`src/rtl/shadow_pwm_pkg.sv`:
```
package shadow_pwm_pkg;
  parameter int unsigned PER_W  = 8;
  parameter int unsigned SUB_W  = 2;
  parameter int unsigned PRE_W  = 4;
  parameter int unsigned DUTY_W = PER_W + SUB_W;

  // control byte fields
  parameter int unsigned CTRL_EN    = 0;
  parameter int unsigned CTRL_PS_LO = 1;
  parameter int unsigned CTRL_DL_LO = 4;

  typedef enum logic [1:0] {
    REG_CTRL    = 2'd0,
    REG_PERIOD  = 2'd1,
    REG_DUTY_HI = 2'd2,
    REG_SPARE   = 2'd3
  } reg_sel_e;

  typedef struct packed {
    logic [PER_W-1:0]  period;
    logic [DUTY_W-1:0] duty;
    logic [1:0]        ps_sel;
  } pwm_cfg_t;
endpackage

```
`src/rtl/pwm_regs.sv`:
```
module pwm_regs
  import shadow_pwm_pkg::*;
(
  input  logic       clk_i,
  input  logic       rst_ni,
  input  logic       wr_en_i,
  input  logic [1:0] wr_addr_i,
  input  logic [7:0] wr_data_i,
  input  logic       boundary_i,
  output pwm_cfg_t   cfg_o,
  output logic       en_o
);
  pwm_cfg_t sh_q, sh_d, act_q;
  logic     pend_q, pend_d, en_q, en_d, start, load;
  logic     unused_bits;

  assign unused_bits = ^{wr_data_i[7:6], wr_data_i[3]};

  always_comb begin
    sh_d   = sh_q;
    pend_d = pend_q;
    en_d   = en_q;
    if (wr_en_i) begin
      unique case (reg_sel_e'(wr_addr_i))
        REG_CTRL: begin
          en_d                     = wr_data_i[CTRL_EN];
          sh_d.ps_sel              = wr_data_i[CTRL_PS_LO +: 2];
          sh_d.duty[SUB_W-1:0]     = wr_data_i[CTRL_DL_LO +: SUB_W];
          pend_d                   = 1'b1;
        end
        REG_PERIOD: begin
          sh_d.period = wr_data_i[PER_W-1:0];
          pend_d      = 1'b1;
        end
        REG_DUTY_HI: begin
          sh_d.duty[DUTY_W-1:SUB_W] = wr_data_i[PER_W-1:0];
          pend_d                    = 1'b1;
        end
        default: ;
      endcase
    end
  end

  assign start = en_d && !en_q;
  // a write landing on the boundary edge is taken into the new period
  assign load  = start || (boundary_i && pend_d);

  always_ff @(posedge clk_i or negedge rst_ni) begin
    if (!rst_ni) begin
      sh_q   <= '0;
      act_q  <= '0;
      pend_q <= 1'b0;
      en_q   <= 1'b0;
    end else begin
      sh_q   <= sh_d;
      en_q   <= en_d;
      pend_q <= load ? 1'b0 : pend_d;
      if (load) act_q <= sh_d;
    end
  end

  assign cfg_o = act_q;
  assign en_o  = en_q;

  p_act_stable_r7: assert property (@(posedge clk_i) disable iff (!rst_ni)
    (en_q && !boundary_i) |=> $stable(act_q));
  p_pend_clear_r7: assert property (@(posedge clk_i) disable iff (!rst_ni)
    (boundary_i && pend_q) |=> !pend_q);
endmodule

```
`src/rtl/pwm_timebase.sv`:
```
module pwm_timebase
  import shadow_pwm_pkg::*;
(
  input  logic              clk_i,
  input  logic              rst_ni,
  input  logic              en_i,
  input  logic [PER_W-1:0]  period_i,
  input  logic [1:0]        ps_sel_i,
  output logic [DUTY_W-1:0] pos_o,
  output logic              boundary_o
);
  logic [PRE_W-1:0]  pre_q, pre_lim;
  logic [DUTY_W-1:0] pos_q, pos_last;
  logic              step;

  always_comb begin
    unique case (ps_sel_i)
      2'd0:    pre_lim = PRE_W'(0);
      2'd1:    pre_lim = PRE_W'(3);
      default: pre_lim = PRE_W'(15);
    endcase
  end

  assign pos_last   = {period_i, {SUB_W{1'b1}}};
  assign step       = (pre_q == pre_lim);
  assign boundary_o = en_i && step && (pos_q == pos_last);

  always_ff @(posedge clk_i or negedge rst_ni) begin
    if (!rst_ni) begin
      pre_q <= '0;
      pos_q <= '0;
    end else if (!en_i) begin
      pre_q <= '0;
      pos_q <= '0;
    end else if (step) begin
      pre_q <= '0;
      pos_q <= boundary_o ? '0 : pos_q + DUTY_W'(1);
    end else begin
      pre_q <= pre_q + PRE_W'(1);
    end
  end

  assign pos_o = pos_q;

  p_no_overrun_r8: assert property (@(posedge clk_i) disable iff (!rst_ni)
    en_i |-> (pos_q <= pos_last));
  p_phase_reset_r2: assert property (@(posedge clk_i) disable iff (!rst_ni)
    boundary_o |=> (pos_q == '0 && pre_q == '0));
endmodule

```
`src/rtl/pwm_output.sv`:
```
module pwm_output
  import shadow_pwm_pkg::*;
(
  input  logic              clk_i,
  input  logic              rst_ni,
  input  logic              en_i,
  input  logic [DUTY_W-1:0] pos_i,
  input  logic [DUTY_W-1:0] duty_i,
  input  logic              boundary_i,
  output logic              pwm_o,
  output logic              match_o
);
  logic match_q;

  assign pwm_o = en_i && (pos_i < duty_i);

  always_ff @(posedge clk_i or negedge rst_ni) begin
    if (!rst_ni) match_q <= 1'b0;
    else         match_q <= boundary_i;
  end

  assign match_o = match_q;

  p_match_single_r9: assert property (@(posedge clk_i) disable iff (!rst_ni)
    match_q |=> !match_q);
  p_period_opens_r9: assert property (@(posedge clk_i) disable iff (!rst_ni)
    (match_q && en_i) |-> (pwm_o == (duty_i != '0)));
  p_idle_low_r10: assert property (@(posedge clk_i) disable iff (!rst_ni)
    !en_i |-> !pwm_o);
endmodule

```
`src/rtl/shadow_pwm.sv`:
```
module shadow_pwm
  import shadow_pwm_pkg::*;
(
  input  logic       clk_i,
  input  logic       rst_ni,
  input  logic       wr_en_i,
  input  logic [1:0] wr_addr_i,
  input  logic [7:0] wr_data_i,
  output logic       pwm_o,
  output logic       match_o
);
  pwm_cfg_t          cfg;
  logic              en, boundary;
  logic [DUTY_W-1:0] pos;

  pwm_regs u_regs (
    .clk_i      (clk_i),
    .rst_ni     (rst_ni),
    .wr_en_i    (wr_en_i),
    .wr_addr_i  (wr_addr_i),
    .wr_data_i  (wr_data_i),
    .boundary_i (boundary),
    .cfg_o      (cfg),
    .en_o       (en)
  );

  pwm_timebase u_tb (
    .clk_i      (clk_i),
    .rst_ni     (rst_ni),
    .en_i       (en),
    .period_i   (cfg.period),
    .ps_sel_i   (cfg.ps_sel),
    .pos_o      (pos),
    .boundary_o (boundary)
  );

  pwm_output u_out (
    .clk_i      (clk_i),
    .rst_ni     (rst_ni),
    .en_i       (en),
    .pos_i      (pos),
    .duty_i     (cfg.duty),
    .boundary_i (boundary),
    .pwm_o      (pwm_o),
    .match_o    (match_o)
  );

  p_reset_idle_r1: assert property (@(posedge clk_i) disable iff (!rst_ni)
    $rose(rst_ni) |-> (!pwm_o && !match_o));
endmodule

```
`config.mk`:
```
export PLATFORM = sky130hd
export DESIGN_NAME = shadow_pwm
export DESIGN_NICKNAME = d
export VERILOG_FILES = /design/src/rtl/shadow_pwm_pkg.sv /design/src/rtl/pwm_regs.sv /design/src/rtl/pwm_timebase.sv /design/src/rtl/pwm_output.sv /design/src/rtl/shadow_pwm.sv
export SDC_FILE = /design/constraint.sdc
export NUM_CORES = 1
export LEC_CHECK = 0
export BUFFER_PORTS_ARGS = -buffer_cell sky130_fd_sc_hd__buf_4
export CAP_MARGIN = 20
export CORE_MARGIN = 10
export CORE_UTILIZATION = 60
export DETAILED_ROUTE_END_ITERATION = 6
export PLACE_DENSITY = 0.79
export SETUP_SLACK_MARGIN = 0.2
export SKIP_CTS_REPAIR_TIMING = 1
export SLEW_MARGIN = 20
export SYNTH_ARGS = -nofsm -noshare
export SYNTH_HDL_FRONTEND = slang
export SYNTH_SLANG_ARGS = --single-unit
```
`constraint.sdc`:
```
create_clock -name clk_i -period 2.68 [get_ports clk_i]
set_input_delay 0.536 -clock clk_i [delete_from_list [all_inputs] [get_ports clk_i]]
set_output_delay 0.536 -clock clk_i [all_outputs]
set_load 0.005 [all_outputs]
```
== Word level (Yosys, flattened, before mapping) ==
Cells that the tools add are included.
Storage, ports and cells
  flip-flop bits (word level): 57
  input port bits: 13
  output and inout port bits: 2
  word-level logic and storage cells: 45
Cells by class
  add/subtract/negate cells: 2
  $lt $le $gt $ge: 1
  equal/unequal tests: 6
  mux-type cells: 15
  reductions and logical operators: 10
Operator list (number)
  two-way mux 10 bit: 3
  two-way mux 20 bit: 1
  two-way mux 8 bit: 2
  two-way mux 4 bit: 3
  adder 10 x 1 -> 10 bit, second input constant: 1
  == test 10 bit: 1
  < comparator 10 bit: 1
  one-hot mux 4 bit (2 select lines): 1
  logical AND 1 bit: 5
  two-way mux 1 bit: 5
  adder 4 x 1 -> 4 bit, second input constant: 1
  == test 2 x 1 -> 1 bit, second input constant: 2
  == test 4 bit: 1
  logical NOT 2 bit: 2
  OR reduction 3 bit: 1
  == test 2 bit, second input constant: 1
  != test 2 x 1 -> 1 bit, second input constant: 1
  logical NOT 1 bit: 1
  logical OR 1 bit: 1

== Depth between registers and ports, before layout ==
  depth after elaboration: 8
  gate-level depth with buffers: 6
  gate-level depth less buffers: 6

== Hierarchy ==
A second synthesis with hierarchy kept.
Second synthesis, totals
  cells, all modules: 217
  area, all modules: 2854.0 um^2
Modules (own cells, without submodules)
  pwm_regs: times used 1, cells each 95, area each 1725.4 um^2, seq. area each 1051.0 um^2
  pwm_timebase: times used 1, cells each 89, area each 865.8 um^2, seq. area each 350.3 um^2
  pwm_output: times used 1, cells each 33, area each 262.8 um^2, seq. area each 25.0 um^2

== Least setup slack after synthesis ==
Ideal clock, no wire load.
  kind: register to register
  from: register u_tb.pre_q[0]
  to: register u_regs.act_q (netlist bit u_regs.cfg_o[0])
  setup time: 0.125 ns
  arrival: 2.143 ns
  required time: 2.555 ns
  path slack: 0.412 ns
  cell stages (with the launch flop): 7
  buffers on the path: 1
  clock period less this slack: 2.268 ns
  path through: dfrtp_1 > or3_4 > a2111oi_4 > o21ai_2 > o31ai_4 > buf_6 > mux2_2
On the way
  longest elaborated chain between the ends: 5
RTL lines
  from (decl): line pwm_timebase.sv:12  | logic [PRE_W-1:0] pre_q, pre_lim;
  from (signal assigned): line pwm_timebase.sv:39  | pre_q <= pre_q + PRE_W'(1);
  == test 4 bit: line pwm_timebase.sv:25  | assign step = (pre_q == pre_lim);
  logical AND 1 bit (2 in a row): line pwm_timebase.sv:26  | assign boundary_o = en_i && step && (pos_q == pos_last);
  logical AND 1 bit: line pwm_regs.sv:46  | assign load = start || (boundary_i && pend_d);
  logical OR 1 bit: line pwm_regs.sv:46
  to (signal assigned): line pwm_regs.sv:51  | act_q <= '0;
  to (signal assigned): line pwm_regs.sv:58  | if (load) act_q <= sh_d;
  to (decl): line pwm_regs.sv:13  | pwm_cfg_t sh_q, sh_d, act_q;
Every way passes these cells.
A chain may end at the register's enable or synchronous reset.

== Final worst setup path ==
  from: register u_tb.pos_q[4] (netlist: u_tb.pos_o[4])
  to: output pwm_o
On the way
  longest elaborated chain between the ends: 2
RTL lines
  from (decl): line pwm_timebase.sv:13  | logic [DUTY_W-1:0] pos_q, pos_last;
  from (signal assigned): line pwm_timebase.sv:37  | pos_q <= boundary_o ? '0 : pos_q + DUTY_W'(1);
  < comparator 10 bit: line pwm_output.sv:15  | assign pwm_o = en_i && (pos_i < duty_i);
  logical AND 1 bit: line pwm_output.sv:15
  to (decl): line shadow_pwm.sv:9  | output logic pwm_o,
Every way passes these cells.

==> impl.org <==
** STA
- Setup repair after global routing could not meet its margin everywhere.
- Hold_ws :: 0.2404 ns
- The number of failing hold endpoints at the final stage was 0.
- Post-route fraction of the period consumed by the critical path :: 0.9001
- Worst-Margin Slew :: 1.058 ns
- The worst pin sits at a relative slew slack of 0.2893.
- Static timing analysis puts the maximum clock frequency at 0.4145 GHz.
- Layout Skew :: 0.006437 ns
- Counting I/O delays and the setup requirement, the final critical path takes 2.412 ns.
- The count of pins over their slew limit is 0.
- Setup violators final :: 0

** Finish
- The library cell used most frequently in the layout, excluding fill and tap cells, is dfrtp_1.
- At the end of the flow the core is filled with cells to 0.7236.
- Fillers :: 297
- Antenna diodes :: 0
- The final layout contains 266 nets.
- Fraction of final layout cells sized beyond drive strength 1 :: 0.3441
- Leaving out fill and tap cells, the most frequent cells in the layout are 54 x dfrtp_1, 37 x mux2_2, 20 x buf_4, 15 x nand2_1, 13 x xnor2_1.
- P&R area growth vs syn :: 17.44%

** Worst setup path
- The signal on the critical path passes through ha_2, a2111oi_4, o21a_1, o21ai_0, a31oi_1, buf_4.
- Stage delay of the slowest cell on the critical path :: 0.47 ns
- At the worst endpoint, the arrival time is 1.88 ns.
- Peak fanout along the critical path :: 6
- STA classifies the critical path startpoint as a register.
- The worst register-to-register path begins at u_tb.pre_q[0].
- Buffers plus inverters on the worst setup path :: 1
- For the worst setup path, the data required time is 2.14 ns.
- Across all register-to-register paths, the minimum setup slack is 0.27 ns.
- Cell type of the slowest stage on the worst timing path :: dfrtp_2
- Type of element capturing the critical path :: output pin
- Type of the worst setup path :: register to output pin
- Among cell families on the critical path, the largest total delay comes from compound AO/OA/AOI/OAI gates.
- Cell depth of the worst flop-to-flop path :: 6
- End of the worst register-to-register path :: u_regs.cfg_o[7]

** Synthesis
- In the post-synthesis netlist, the biggest area contributors are dfrtp_1 53%, mux2_2 16%, ha_1 5.1%, xnor2_1 4.2%, nand2_1 2.1%.
- The share of synthesized area in the top cell type comes to 0.5317.
- The synthesized netlist occupies a cell area of 0.002683 sq mm.
- In the synthesized netlist the dominant register cell turns out to be dfrtp_1.
- After synthesis the netlist holds a flip-flop and latch count of 57.
- Yosys warnings :: 0
- The largest total area in the synthesized netlist belongs to dfrtp_1.
- FFs w/ async S/R, synth :: 1.000
- For this run, the register share of the synthesized area comes to 0.5317.
- When the netlist entered floorplanning its net count stood at 236.
- Yosys mapped a number of flops with a built-in enable equal to 0.
- Mean area per synthesized cell :: 12.65 sq um
- Counting distinct cell types in the post-synthesis netlist gives 37.
- Number of standard cells after synthesis :: 212

** Die
- The floorplan step defined a die boundary enclosing 0.007546 sq mm.
- Die height :: 86.87 um
- I/O pin total :: 15
- Floorplan die width :: 86.87 um
- Area of the core :: 0.004354 sq mm
- Initial Util :: 0.6161
- Cell row count :: 24

** Global routing
- Via count of the first global-routing pass :: 1722
- The first global-routing pass estimated 8666 um of wire.
- Antenna violations before repair :: 0
- Entering global routing, the biggest net connects 58 pins.
- Congestion Overflow GR :: 0
- Across every metal layer, demand over resource in global routing totals 0.1485.

** Drt
- The final layout contains routed wiring with a total length of 5378 um.
- In this run the remaining antenna-violating nets after routing total 0.
- Number of DRC markers after the initial detailed-route iteration :: 117
- The routed layout has 1785 vias.
- The first detailed-routing pass ran for 6 iterations.
- Total DRC errors in the routed layout :: 0
- In the routed layout, each cell is associated on average with a via count of 5.970.
- Average wire per standard cell :: 17.99 um

** Placement
- Routability cong. :: 0.7923
- Total of buffers placed on input and output ports :: 14
- Post-DP HPWL :: 3583 um

** Clocking
- CTS tree :: done
- The root buffer cell chosen for the clock tree is clkbuf_8.
- Buffer depth of the longest clock path :: 2
- Number of CTS-inserted buffers :: 9
- For the worst-skew pair, the clock arrives at the later sink with an insertion delay of 0.34 ns.
- Sinks on the clock net :: 57
- The H-tree was split into 3 levels.
- Clock-pin transition on the worst setup and hold timing paths :: 0.06 ns

** Pwr
- In this run the static leakage power is 1.389 nW.
- For this design the ratio of total power to cell area is 864.0 mW/mm^2.
- VDD sags by at most 0.0005583 V.
- The design draws 2.722 mW.

** Flow run
- Max-cap violations in this run came to 0.

** Worst hold path
- Worst hold path type :: primary input to asynchronous set/reset pin

** Outcome
- Outcome :: finished clean
==> how the worst max path moves through the flow <==
stage                   from                to  slack (ns)  depth (start not counted)
3_5_place_dp   u_tb.pre_q[0]  u_regs.cfg_o[18]        0.25                          6
2_1_floorplan  u_tb.pre_q[0]   u_regs.cfg_o[0]        0.41                          6
4_1_cts        u_tb.pos_o[3]             pwm_o       -0.03                          6
6_report       u_tb.pos_o[4]             pwm_o        0.27                          6
3_3_place_gp   u_tb.pre_q[0]  u_regs.cfg_o[16]        0.32                          6
5_1_grt        u_tb.pre_q[0]  u_regs.cfg_o[16]        0.18                          6
==> metal layers <==
layer	GRT usage	routed length (um)
met3	0.04401	277
met1	0.1788	2338
met5	0	0
met2	0.2285	2567
met4	0.08984	194
==> cells in the mapped netlist (3+ instances only) <==
library cell  number
nand3_1            5
nand2_1           15
dfrtp_1           57
a21oi_1            4
mux2_1             3
o21ai_0            7
or3_1              4
inv_1             10
ha_1              11
and3_1             5
nor2_1             7
xnor2_1           13
mux2_2            37
==> final cells by class <==
class                   instances  area (sq um)  share of cell area
flip-flops and latches         57          1430              0.4539
multi-input cells             143          1240              0.3936
clock buffers                  14         172.7             0.05481
repair buffers                 21         170.2             0.05401
well taps                      52         65.06             0.02065
inverters                      10         37.54             0.01191
clock inverters                 2         35.03             0.01112
==> power breakdown <==
part           switching [mW]  internal [mW]
Sequential              0.150           1.09
Combinational           0.299          0.346
Clock                   0.336          0.505
Total                   0.786           1.94
==> sequential cells by signal, summed over array words and instances (netlist names) <==
register and flops:
u_tb.pos_o 10, u_regs.pend_q 1, u_regs.en_o 1, u_tb.pre_q 4, u_regs.sh_q 20, u_out.match_o 1, u_regs.cfg_o 20
==> metrics by stage <==
stage / setup slack (ns) / TNS [ns] / cell area [sq um] / std cells
after detailed placement: 0.2533 / 0 / 2865 / 279
after global routing: 0.1832 / 0 / 3151 / 299
after CTS: -0.02546 / -0.02546 / 3073 / 295
after global placement: 0.3164 / 0 / 2865 / 279
after floorplan: 0.4124 / 0 / 2683 / 212
final: 0.2676 / 0 / 3151 / 299
==> cell families after synthesis <==
logic type,count (synthesis),synth area share
buf+inv,12,0.02239
flops,57,0.5317
xor+xnor,13,0.04244
fa+ha+maj,11,0.05131
simple gates,53,0.1059
compound gates,26,0.07836
mux,40,0.1679
No activity file was read; power rests on OpenSTA's default activity.
